### src/rtl/osc_src_switch.sv
module osc_src_switch #(
  parameter int RING_DLY  = 10,
  parameter int XTAL_WARM = 8192,
  parameter int EXT_WARM  = 10
) (
  input  logic clk,
  input  logic por_n,
  input  logic supply_ok,
  input  logic ring_tick,
  input  logic hf_tick,
  input  logic ext_clk_mode,
  input  logic stop_req,
  input  logic stop_wake,
  input  logic rs_we,
  input  logic rs_wd,
  input  logic hd_we,
  input  logic hd_wd,
  output logic sel_ring,
  output logic rst_hold,
  output logic stopped,
  output logic ring_sel,
  output logic hf_dis
);

  localparam int WMAX = (XTAL_WARM > EXT_WARM) ? XTAL_WARM : EXT_WARM;
  localparam int WW   = $clog2(WMAX + 1);
  localparam int RW   = $clog2(RING_DLY + 1);

  logic [RW-1:0] rcnt;
  logic [WW-1:0] wcnt;

  wire sw_en   = !rst_hold && !stopped && ring_sel && !sel_ring;
  wire r_en    = (rst_hold && supply_ok) || sw_en;
  wire r_done  = r_en && ring_tick && (rcnt >= RW'(RING_DLY - 1));
  wire w_en    = !rst_hold && !stopped && !ring_sel && !hf_dis && sel_ring;
  wire [WW-1:0] w_lim = ext_clk_mode ? WW'(EXT_WARM - 1) : WW'(XTAL_WARM - 1);
  wire w_done  = w_en && hf_tick && (wcnt >= w_lim);
  wire hd_ok   = !hd_wd || (ring_sel && sel_ring);
  wire go_stop = stop_req && !rst_hold && !stopped;
  wire wake    = stopped && stop_wake;

  always_ff @(posedge clk or negedge por_n) begin
    if (!por_n)                        rcnt <= '0;
    else if (!r_en || r_done || wake)  rcnt <= '0;
    else if (ring_tick)                rcnt <= rcnt + 1'b1;
  end

  always_ff @(posedge clk or negedge por_n) begin
    if (!por_n)                        wcnt <= '0;
    else if (!w_en || w_done)          wcnt <= '0;
    else if (hf_tick)                  wcnt <= wcnt + 1'b1;
  end

  always_ff @(posedge clk or negedge por_n) begin
    if (!por_n) begin
      rst_hold <= 1'b1;
      stopped  <= 1'b0;
      sel_ring <= 1'b1;
      ring_sel <= 1'b0;
      hf_dis   <= 1'b0;
    end else begin
      if (wake)                       rst_hold <= 1'b1;
      else if (rst_hold && r_done)    rst_hold <= 1'b0;

      if (go_stop)                    stopped <= 1'b1;
      else if (wake)                  stopped <= 1'b0;

      if (wake)                       sel_ring <= 1'b1;
      else if (w_done)                sel_ring <= 1'b0;
      else if (sw_en && r_done)       sel_ring <= 1'b1;

      if (rs_we)                      ring_sel <= rs_wd;
      if (hd_we && hd_ok)             hf_dis   <= hd_wd;
    end
  end

  p_hold_on_ring_r2: assert property (@(posedge clk) disable iff (!por_n)
    rst_hold |-> sel_ring);
  p_to_hf_on_tick_r3: assert property (@(posedge clk) disable iff (!por_n)
    $fell(sel_ring) |-> $past(hf_tick) && !$past(ring_sel) && !$past(hf_dis));
  p_to_ring_cause_r5: assert property (@(posedge clk) disable iff (!por_n)
    $rose(sel_ring) |-> $past(ring_tick) || $past(stop_wake));
  p_dis_guard_r6: assert property (@(posedge clk) disable iff (!por_n)
    $rose(hf_dis) |-> $past(ring_sel) && $past(sel_ring));
  p_stop_entry_r8: assert property (@(posedge clk) disable iff (!por_n)
    $rose(stopped) |-> $past(stop_req) && !rst_hold);
  p_sel_kept_r10: assert property (@(posedge clk) disable iff (!por_n)
    $fell(ring_sel) |-> $past(rs_we));

endmodule

### config.mk
export PLATFORM = sky130hd
export DESIGN_NAME = osc_src_switch
export DESIGN_NICKNAME = d
export VERILOG_FILES = /design/src/rtl/osc_src_switch.sv
export SDC_FILE = /design/constraint.sdc
export NUM_CORES = 1
export LEC_CHECK = 0
export ABC_AREA = 1
export BUFFER_PORTS_ARGS = -buffer_cell sky130_fd_sc_hd__buf_2
export CORE_MARGIN = 5
export CORE_UTILIZATION = 60
export CTS_BUF_LIST = sky130_fd_sc_hd__clkbuf_4 sky130_fd_sc_hd__clkbuf_8 sky130_fd_sc_hd__clkbuf_16
export CTS_CLUSTER_SIZE = 40
export DETAILED_ROUTE_END_ITERATION = 10
export HOLD_SLACK_MARGIN = 0.15
export PLACE_DENSITY = 0.81
export SLEW_MARGIN = 20
export SYNTH_ARGS = -nofsm -noshare
export SYNTH_HDL_FRONTEND = slang
export SYNTH_SLANG_ARGS = --single-unit
### constraint.sdc
create_clock -name clk -period 4.7 [get_ports clk]
set_clock_uncertainty 0.1 [all_clocks]
set_input_delay 0.47 -clock clk [delete_from_list [all_inputs] [get_ports clk]]
set_output_delay 0.47 -clock clk [all_outputs]
set_load 0.005 [all_outputs]
==> results of run 1 <==
worst max-delay path by stage:
stage | startpoint | depth (start not counted) | endpoint | slack [ns]
6_report | wcnt[5] | 10 | wcnt[6] | 2.86
5_1_grt | wcnt[5] | 10 | wcnt[7] | 2.67
4_1_cts | wcnt[5] | 10 | wcnt[3] | 2.86
3_5_place_dp | ext_clk_mode | 11 | wcnt[6] | 2.64
3_3_place_gp | ext_clk_mode | 11 | wcnt[11] | 2.70
2_1_floorplan | ext_clk_mode | 11 | wcnt[8] | 3.03
routing by layer:
| metal | GRT usage | vias to the layer above |
|---|---|---|
| li1 | - | 726 |
| met1 | 0.240 | 601 |
| met2 | 0.325 | 13 |
| met3 | 0.0269 | 2 |
| met4 | 0.0727 | 0 |
| met5 | 0 | - |
logic make-up after synthesis:
group	count (synthesis)	synth area share
AND/OR/NAND/NOR	125	0.361
buffers and inverters	35	0.0909
flip-flops	23	0.356
adder cells (fa/ha/maj)	15	0.116
AO/OA/AOI/OAI	13	0.0439
XOR/XNOR	6	0.0324
per-stage QoR:
stage / util / cell area (µm²) / power, µW / hold slack (ns) / std cells
after floorplan: - / 1620 / 251 / 0.0744 / 217
after global placement: 0.680 / 1710 / 272 / 0.372 / 260
after detailed placement: 0.680 / 1710 / 273 / 0.376 / 260
after CTS: 0.694 / 1750 / 365 / 0.229 / 265
after global routing: 0.694 / 1750 / 383 / 0.230 / 265
final: 0.694 / 1750 / 358 / 0.240 / 265
power by group:
group | leakage (µW) | total [µW] | internal [µW] | switching [µW]
clock network | 0.0000177 | 88.7 | 31.7 | 57.0
registers | 0.000309 | 218 | 207 | 11.8
logic | 0.000556 | 50.8 | 21.1 | 29.8
registers in the layout, indices dropped and copies added (netlist names):
| name | cells |
|---|---|
| rst_hold | 1 |
| hf_dis | 1 |
| sel_ring | 1 |
| stopped | 1 |
| ring_sel | 1 |
| rcnt | 4 |
| wcnt | 14 |
cell type report:
type / count / area share
inverter: 32 / 0.0686
clock inverter: 1 / 0.00286
clock buffer: 3 / 0.0129
timing repair buffer: 17 / 0.0514
sequential: 23 / 0.330
tap: 30 / 0.0214
multi-input combinational: 159 / 0.513
placed cells by master (no fill, tap or decap), drive strengths merged:
cell / n
a21oi: 5
a22oi: 1
buf: 16
clkbuf: 3
clkinv: 1
dfrtp: 21
dfstp: 2
dlygate4sd3: 1
ha: 15
inv: 32
nand2: 60
nand3: 17
nand4: 9
nor2: 34
nor3: 5
o21ai: 7
xnor2: 1
xor2: 5
timing repair:
item                                    in CTS  in global routing
endpoints found under the setup margin       0                  0
hold endpoints to repair                    21                  0
hold buffers                                 1                  0
worst reg2reg max path: stages (launching register included):
cell and delay (ns):
dfrtp_1 0.51, ha_1 0.35, nand2_1 0.06, nor2_1 0.10, nand2_1 0.05, nand2_1 0.06, nand2_1 0.07, nand2_1 0.07
nand2_1 0.08, nand2_2 0.21, nor2_1 0.07
==> run_results.csv, run 1 <==
group,metric,value,unit
run_status,run_status,"complete, no violations",
worst_setup_path,worstReg2RegEnd,"wcnt[6]",
pwr,vdd_drop_max,243,µV
clocking,postCtsSetupRepairBufs,0,
worst_setup_path,reg2reg_from,"wcnt[5]",
finish,drive_gt1_frac,0.145,
sta,slew_headroom,0.666,
routing,initialDrtViolationCount,59,
worst_hold_path,min_from,"stop_wake",
synth,synth-main-ff-cell,"dfrtp_1",
synth,syn-num-nets,244,
routing,via_per_inst,5.06,
place,dp_hpwl,2290,µm
worst_setup_path,crit_top_cell,"nand2_1",
worst_hold_path,hold_class,"primary input to register",
place,pre_cts_ws,2.64,ns
clocking,cts_tree,"done",
finish,fillers,212,
finish,n_antenna_cell,0,
synth,synth.most_common_cell,"nand2_1",
worst_setup_path,crit_required,4.80,ns
routing,wl_met2,1380,µm
clocking,cts_root_buffer,"clkbuf_4",
synth,synth.cells.most_frequent,"nand2_1, inv_1, nor2_1",
finish,multi_input_area,898,µm²
floorplanning,initial_core_util,0.644,
clocking,clkTransAtPathRegs,0.12,ns
floorplanning,core,2520,µm²
global_routing,grt_max_degree,24,
worst_setup_path,r2r_cells,10,
synth,synth_cell_types,24,
clocking,clock_latency,0.30,ns
synth,syn-cell-area,1620,µm²
clocking,clockBufferDepth,2,
worst_setup_path,path_class,"register to register",
synth,synth-edff-count,0,
synth,netlist.area_leader.share,0.324,
routing,wl_met3,77,µm
sta,max_freq,544,MHz
worst_setup_path,end_kind,"register",
pwr,leakage,0.000883,µW
sta,worst-slew-pin-transition,0.501,ns
floorplanning,die_area,3850,µm²
finish,nets,263,
routing,ant_nets,0,
worst_setup_path,cp.arrival,1.94,ns
global_routing,overflow,0,
global_routing,grt_pass1_wl,5410,µm
routing,totalWireLength,2870,µm
clocking,h-tree-depth,1,
worst_hold_path,hold_end,"stopped",
worst_hold_path,hold_path_depth,2,
finish,area_growth,7.86,%
floorplanning,fp.dieH,62.0,µm
pwr,power_density,204,nW/µm²
worst_setup_path,max_stage_delay,0.51,ns
worst_setup_path,rrSetupSlack,2.86,ns
routing,wl_per_cell,10.8,µm
sta,fin_ws,2.86,ns
synth,synth.largest_area_cell,"dfrtp_1",
worst_setup_path,cp_max_fo,12,
worst_setup_path,crit_family,"simple AND/OR/NAND/NOR gates",
flow_run,cap_violations,0,
global_routing,antenna_found_initial,0,
routing,top_layer,"met4",
synth,synthTopCellsByArea,"dfrtp_1, nand2_1, ha_1, inv_1, nor2_1",
synth,synth_cells,217,
place,port_buffers,16,
worst_setup_path,cpMaxStageDelayCell,"dfrtp_1",
floorplanning,row_count,18,
floorplanning,ioPinCount,17,
worst_setup_path,start_kind,"register",
synth,synth-seq-cells,23,
sta,finalSetupTns,0,ns
global_routing,grt_pass1_vias,1338,
routing,routed-via-count,1342,
synth,yosysSeqAreaShare,0.356,
floorplanning,die_x,62.0,µm
synth,yosys_warnings,0,
global_routing,grt_usage,0.190,
clocking,cts_made_buffers,3,
place,place.gp.congestion,0.786,
routing,drc,0,
routing,dr.pass1.iters,4,
synth,synth_area_per_cell,7.48,µm²
sta,drv_slew,0,
sta,finalHoldViolCount,0,
worst_setup_path,critPathBufInv,0,
worst_setup_path,cp_cell_sequence,"ha_1 -> nand2_1 -> nor2_1 -> nand2_1 -> nand2_1 -> nand2_1 -> nand2_1 -> nand2_1 -> nand2_2 -> nor2_1",
clocking,cts_resized,0,
sta,timing.final.crit_share,0.391,
sta,setup_viol,0,
sta,finalCriticalPeriod,1.84,ns
sta,rsz0062_at_grt,"false",
finish,ff_latch_area,578,µm²
synth,async_flop_share,1.00,
routing,drt-met1-wl,1400,µm
clocking,clock-sinks,23,
Power figures use the tool's default switching activity.
==> run 2: changes to the inputs <==
ABC_AREA = 0   (was 1)
CORE_UTILIZATION = 57   (was 60)
PLACE_DENSITY = 0.78   (was 0.81)
clock period = 1.7 ns   (was 4.7 ns; I/O delays follow)
==> run_results.csv, run 2 <==
group,metric,value,unit
finish,largest_register_ffs,14,
clocking,clkTransAtPathRegs,0.15,ns
worst_setup_path,worstReg2RegEnd,"wcnt[4]",
worst_hold_path,hold_class,"primary input to asynchronous set/reset pin",
sta,max_freq,480,MHz
routing,initialDrtViolationCount,50,
floorplanning,ioPinCount,17,
synth,synth-edff-count,0,
finish,final_cells,242,
routing,routed-via-count,1422,
clocking,h-tree-depth,1,
clocking,cts_tree,"done",
routing,ant_nets,0,
place,port_buffers,16,
floorplanning,core,2500,µm²
finish,nets,240,
global_routing,use_met1,0.279,
synth,synth-seq-cells,23,
floorplanning,initial_core_util,0.602,
synth,netlist.area_leader.share,0.349,
global_routing,grt_max_degree,24,
global_routing,use_met3,0.0231,
worst_setup_path,rrSetupSlack,-0.38,ns
global_routing,use_met2,0.474,
worst_setup_path,cp.arrival,2.23,ns
flow_run,cap_violations,0,
sta,setup_viol,15,
place,dp_hpwl,2660,µm
global_routing,antenna_found_initial,0,
routing,drc,0,
worst_setup_path,r2r_cells,5,
synth,synth.cells.most_frequent,"dfrtp_1, ha_1, nand2_1",
synth,syn-cell-area,1500,µm²
worst_setup_path,worstSetupStartpoint,"sel_ring",
synth,synth_xor_area_frac,0.0874,
synth,synth-main-ff-cell,"dfrtp_1",
finish,fin_area,2190,µm²
finish,drive_gt1_frac,0.434,
global_routing,grt_pass1_vias,1517,
sta,rsz0062_at_grt,"true",
finish,final_common_cell,"buf_4",
synth,synth_cell_types,36,
pwr,leakage,0.000962,µW
worst_setup_path,cp_max_fo,6,
place,dp.cells,221,
clocking,clock_latency,0.34,ns
routing,totalWireLength,4310,µm
synth,yosysSeqAreaShare,0.384,
synth,muxShareOfSynthArea,0.0141,
sta,finalCriticalPeriod,2.08,ns
synth,synth.largest_area_cell,"dfrtp_1",
worst_setup_path,crit_end,"wcnt[4]",
worst_setup_path,end_kind,"register",
floorplanning,row_count,18,
floorplanning,die_x,61.4,µm
finish,n_antenna_cell,0,
pwr,vdd_drop_max,550,µV
sta,fin_ws,-0.384,ns
synth,synth_cells,151,
sta,finalSetupTns,-4.84,ns
clocking,clock-sinks,23,
floorplanning,fp.dieH,61.4,µm
global_routing,busiest_layer,"met2",
synth,syn-num-nets,178,
sta,finalHoldViolCount,0,
routing,via_per_inst,5.88,
sta,worst-slew-pin-transition,0.557,ns
worst_setup_path,path_class,"register to register",
place,post_dp_cell_area,1850,µm²
finish,reg.largest.list,"wcnt: 14 flops, rcnt: 4 flops",
finish,final_cell_mix,"buf_4, dfrtp_1, buf_2",
clocking,clockBufferDepth,2,
synth,synthTopCellsByArea,"dfrtp_1, ha_1, nor3_2, xnor2_1, dfstp_2",
global_routing,grt_usage,0.253,
sta,drv_slew,0,
clocking,cts_made_buffers,3,
sta,slew_headroom,0.629,
synth,synth_area_per_cell,9.96,µm²
synth,synth-compound-area-share,0.118,
floorplanning,die_area,3770,µm²
sta,timing.final.crit_share,1.23,
worst_setup_path,crit_required,1.85,ns
worst_setup_path,reg2reg_from,"sel_ring",
finish,final_core_util,0.877,
routing,wl_per_cell,17.8,µm
synth,synth-simple-area-share,0.233,
pwr,power_density,531,nW/µm²
global_routing,grt_pass1_wl,6800,µm
clocking,cts_root_buffer,"clkbuf_4",
place,place.gp.congestion,0.835,
synth,synth-adder-area-share,0.125,
global_routing,overflow,0,
run_status,violations,"setup timing",
synth,async_flop_share,1.00,
synth,yosys_warnings,0,
finish,area_growth,45.8,%
synth,synth.most_common_cell,"dfrtp_1",
finish,top_register,"wcnt",
synth,synth_top_family_by_area,"simple AND/OR/NAND/NOR gates",
worst_setup_path,start_kind,"register",
routing,dr.pass1.iters,4,
run_status,run_status,"finished, violations left",
[run 2: area by class of cell]
type	instances	area, µm²
Fill cell	120	308
Sequential cell	23	578
Clock inverter	1	5.00
Timing Repair Buffer	60	455
Inverter	9	33.8
Multi-Input combinational cell	116	1060
Clock buffer	3	22.5
Tap cell	30	37.5
[run 2: repair_timing]
item,4_1_cts,5_1_grt
buffers inserted,4,3
endpoints found under the hold margin,32,1
endpoints found under the setup margin,15,16
pin swaps,5,10
gates resized for setup,14,14
hold buffers,10,1
[run 2: cell families (layout without fill, tap and decap cells)]
kind of cell,after synthesis,in the layout
compound gates,23,23
xor+xnor,15,15
fa+ha+maj,15,15
buf+inv,12,73
flops,23,23
mux,2,2
simple gates,61,61
[run 2: worst min-delay path by stage]
stage	start	to	slack [ns]	depth (start not counted)
after global routing	por_n	rcnt[2]	0.32	2
after CTS	por_n	ring_sel	0.24	2
after detailed placement	por_n	ring_sel	0.08	1
final	por_n	rcnt[2]	0.28	2
after floorplan	por_n	hf_dis	-0.23	0
after global placement	por_n	stopped	0.07	1
[run 2: power by group]
part	switching [µW]	internal, µW	total, µW	leakage (µW)
logic	141	130	271	0.000636
clock network	189	88.5	278	0.0000177
registers	34.1	581	615	0.000309
[run 2: stage by stage]
stage	total power, µW	setup WS (ns)	hold slack, ns
final	1160	-0.384	0.282
after global routing	1220	-0.438	0.315
after CTS	1140	-0.297	0.241
after detailed placement	832	-0.376	0.0777
after global placement	817	-0.309	0.0661
after floorplan	720	-0.298	-0.226
[run 2: critical path, cell delays in order, from the launching register on]
cell,delay [ns]
dfstp_2,0.56
or4b_4,0.51
or2_4,0.29
o2111ai_2,0.25
xor2_2,0.22
nor3_2,0.05
[run 2: routing by layer]
layer / up-vias / part of all wire / wire, µm
met4: 0 / 0.038 / 164
met3: 17 / 0.029 / 126
met5: - / 0 / 0
met2: 41 / 0.55 / 2390
met1: 698 / 0.38 / 1630
li1: 666 / - / -
==> run 3: changes to the inputs <==
CORE_UTILIZATION = 25   (was 57)
PLACE_DENSITY = unset   (was 0.78)
==> run_results.csv, run 3 (synthesis gave the netlist of run 2 again) <==
group,metric,value,unit
run_status,run_status,"finished, violations left",
run_status,violations,"setup timing",
pwr,p_sw_frac,0.284,
worst_setup_path,reg2reg_from,"sel_ring",
finish,fillers,588,
finish,multi_input_area,986,µm²
finish,final_cells,283,
floorplanning,row_count,28,
sta,setup_viol,15,
sta,holdWs,0.175,ns
routing,ant_nets,0,
routing,initialDrtViolationCount,29,
finish,final_cell_mix,"buf_4, dfrtp_1, buf_2",
sta,finalCriticalPeriod,1.99,ns
finish,area_growth,43.5,%
pwr,seq_power_share,0.503,
worst_setup_path,path_class,"register to register",
pwr,power_density,562,nW/µm²
global_routing,grt_usage,0.0921,
pwr,vdd_drop_max,277,µV
routing,totalWireLength,3340,µm
place,port_buffers,16,
worst_setup_path,worstSetupStartpoint,"sel_ring",
flow_run,cap_violations,0,
global_routing,antenna_found_initial,0,
place,post_dp_cell_area,1890,µm²
routing,routed-via-count,1271,
worst_setup_path,cp.arrival,2.04,ns
finish,largest_register_ffs,14,
pwr,pwr-share-clk,0.296,
worst_setup_path,critPathBufInv,0,
worst_setup_path,cp_max_fo,6,
floorplanning,core,5890,µm²
floorplanning,die_area,7670,µm²
worst_setup_path,crit_family,"simple AND/OR/NAND/NOR gates",
finish,fin_area,2160,µm²
worst_setup_path,crit_required,1.75,ns
global_routing,grt_max_degree,24,
worst_setup_path,rrSetupSlack,-0.29,ns
pwr,intPower,868,µW
routing,via_per_inst,4.49,
finish,nets,236,
pwr,p_comb_frac,0.201,
sta,finalHoldViolCount,0,
sta,timing.final.crit_share,1.17,
floorplanning,initial_core_util,0.256,
finish,top_register,"wcnt",
sta,fin_ws,-0.293,ns
pwr,power.switching,345,µW
clocking,h-tree-depth,1,
worst_setup_path,max_stage_delay,0.54,ns
worst_setup_path,end_kind,"register",
worst_hold_path,min_from,"hf_tick",
finish,n_antenna_cell,0,
routing,dr.pass1.iters,3,
clocking,clock-sinks,23,
place,dp_hpwl,2420,µm
place,pre_cts_ws,-0.333,ns
global_routing,grt_pass1_wl,5570,µm
floorplanning,die_x,87.6,µm
pwr,power,1210,µW
clocking,cts_tree,"done",
finish,ff_latch_area,578,µm²
finish,final_common_cell,"buf_4",
place,dp.cells,265,
floorplanning,fp.dieH,87.6,µm
worst_setup_path,cp_cell_sequence,"or4b_4 -> or2_4 -> o211ai_1 -> xor2_1 -> nor3_2",
clocking,cts_root_buffer,"clkbuf_8",
worst_setup_path,start_kind,"register",
finish,reg.largest.list,"wcnt: 14 flops, rcnt: 4 flops",
worst_setup_path,cpMaxStageDelayCell,"dfstp_2",
finish,drive_gt1_frac,0.399,
global_routing,overflow,0,
clocking,clkTransAtPathRegs,0.10,ns
pwr,leakage,0.000910,µW
place,place.gp.congestion,0.755,
sta,rsz0062_at_grt,"true",
routing,drc,0,
clocking,clock_latency,0.28,ns
clocking,cts_made_buffers,3,
routing,wl_per_cell,11.8,µm
sta,max_freq,502,MHz
sta,worst-slew-pin-transition,0.524,ns
clocking,clockBufferDepth,2,
sta,slew_headroom,0.651,
sta,drv_slew,0,
global_routing,grt_pass1_vias,1245,
worst_hold_path,hold_class,"primary input to register",
floorplanning,ioPinCount,17,
==> run 3: cell types whose count changed in the layout (fill, tap and decap cells not counted), sizes merged <==
cell and delta:
buf -3, clkinv -1, clkinvlp +1, dlygate4sd3 -1
==> run 3: repair_timing <==
item                                   4_1_cts  5_1_grt
setup endpoints to repair                   15       15
resized for setup                            7       13
hold buffers                                 9        0
endpoints found under the hold margin       30        0
pin swaps                                    4       18
gates cloned                                 0        1
setup buffers                                1        3
==> run 3: power groups by stage <==
stage,combinational [µW],clock (µW),sequential [µW]
after global placement,203,0,619
after global routing,274,397,615
after detailed placement,207,0,621
after CTS,240,376,611
final,244,359,610
after floorplan,94.1,0,626
==> run 3: worst register-to-register path, cell delays in order, from the launching register on <==
cell	delay, ns
dfstp_2	0.54
or4b_4	0.49
or2_4	0.29
o211ai_1	0.20
xor2_1	0.21
nor3_2	0.05
==> run 3: final cells by class <==
type / instances / share of cell area
clock buffer: 3 / 0.0191
timing repair buffer: 56 / 0.194
multi-input combinational: 116 / 0.457
tap: 75 / 0.0435
sequential: 23 / 0.268
inverter: 9 / 0.0157
clock inverter: 1 / 0.00348
==> run 3: routing by layer <==
layer	GRT usage	wire [µm]
met2	0.155	1680
met1	0.118	1600
met3	0.0198	45
met5	0	0
met4	0.0279	20
==> run 3: metrics by stage <==
step,utilization,setup TNS [ns]
3_3_place_gp,0.321,-4.52
6_report,0.367,-3.62
4_1_cts,0.351,-3.77
5_1_grt,0.367,-4.97
3_5_place_dp,0.321,-4.59
2_1_floorplan,-,-3.33
==> run 3: final timing paths <==
check | endpoint | cells past startpoint
max reg2reg | wcnt[3] | 5
min | wcnt[1] | 3
max in group asynchronous | wcnt[3] | 2
max | wcnt[3] | 5
min reg2reg | rcnt[3] | 2
min in group asynchronous | stopped | 2
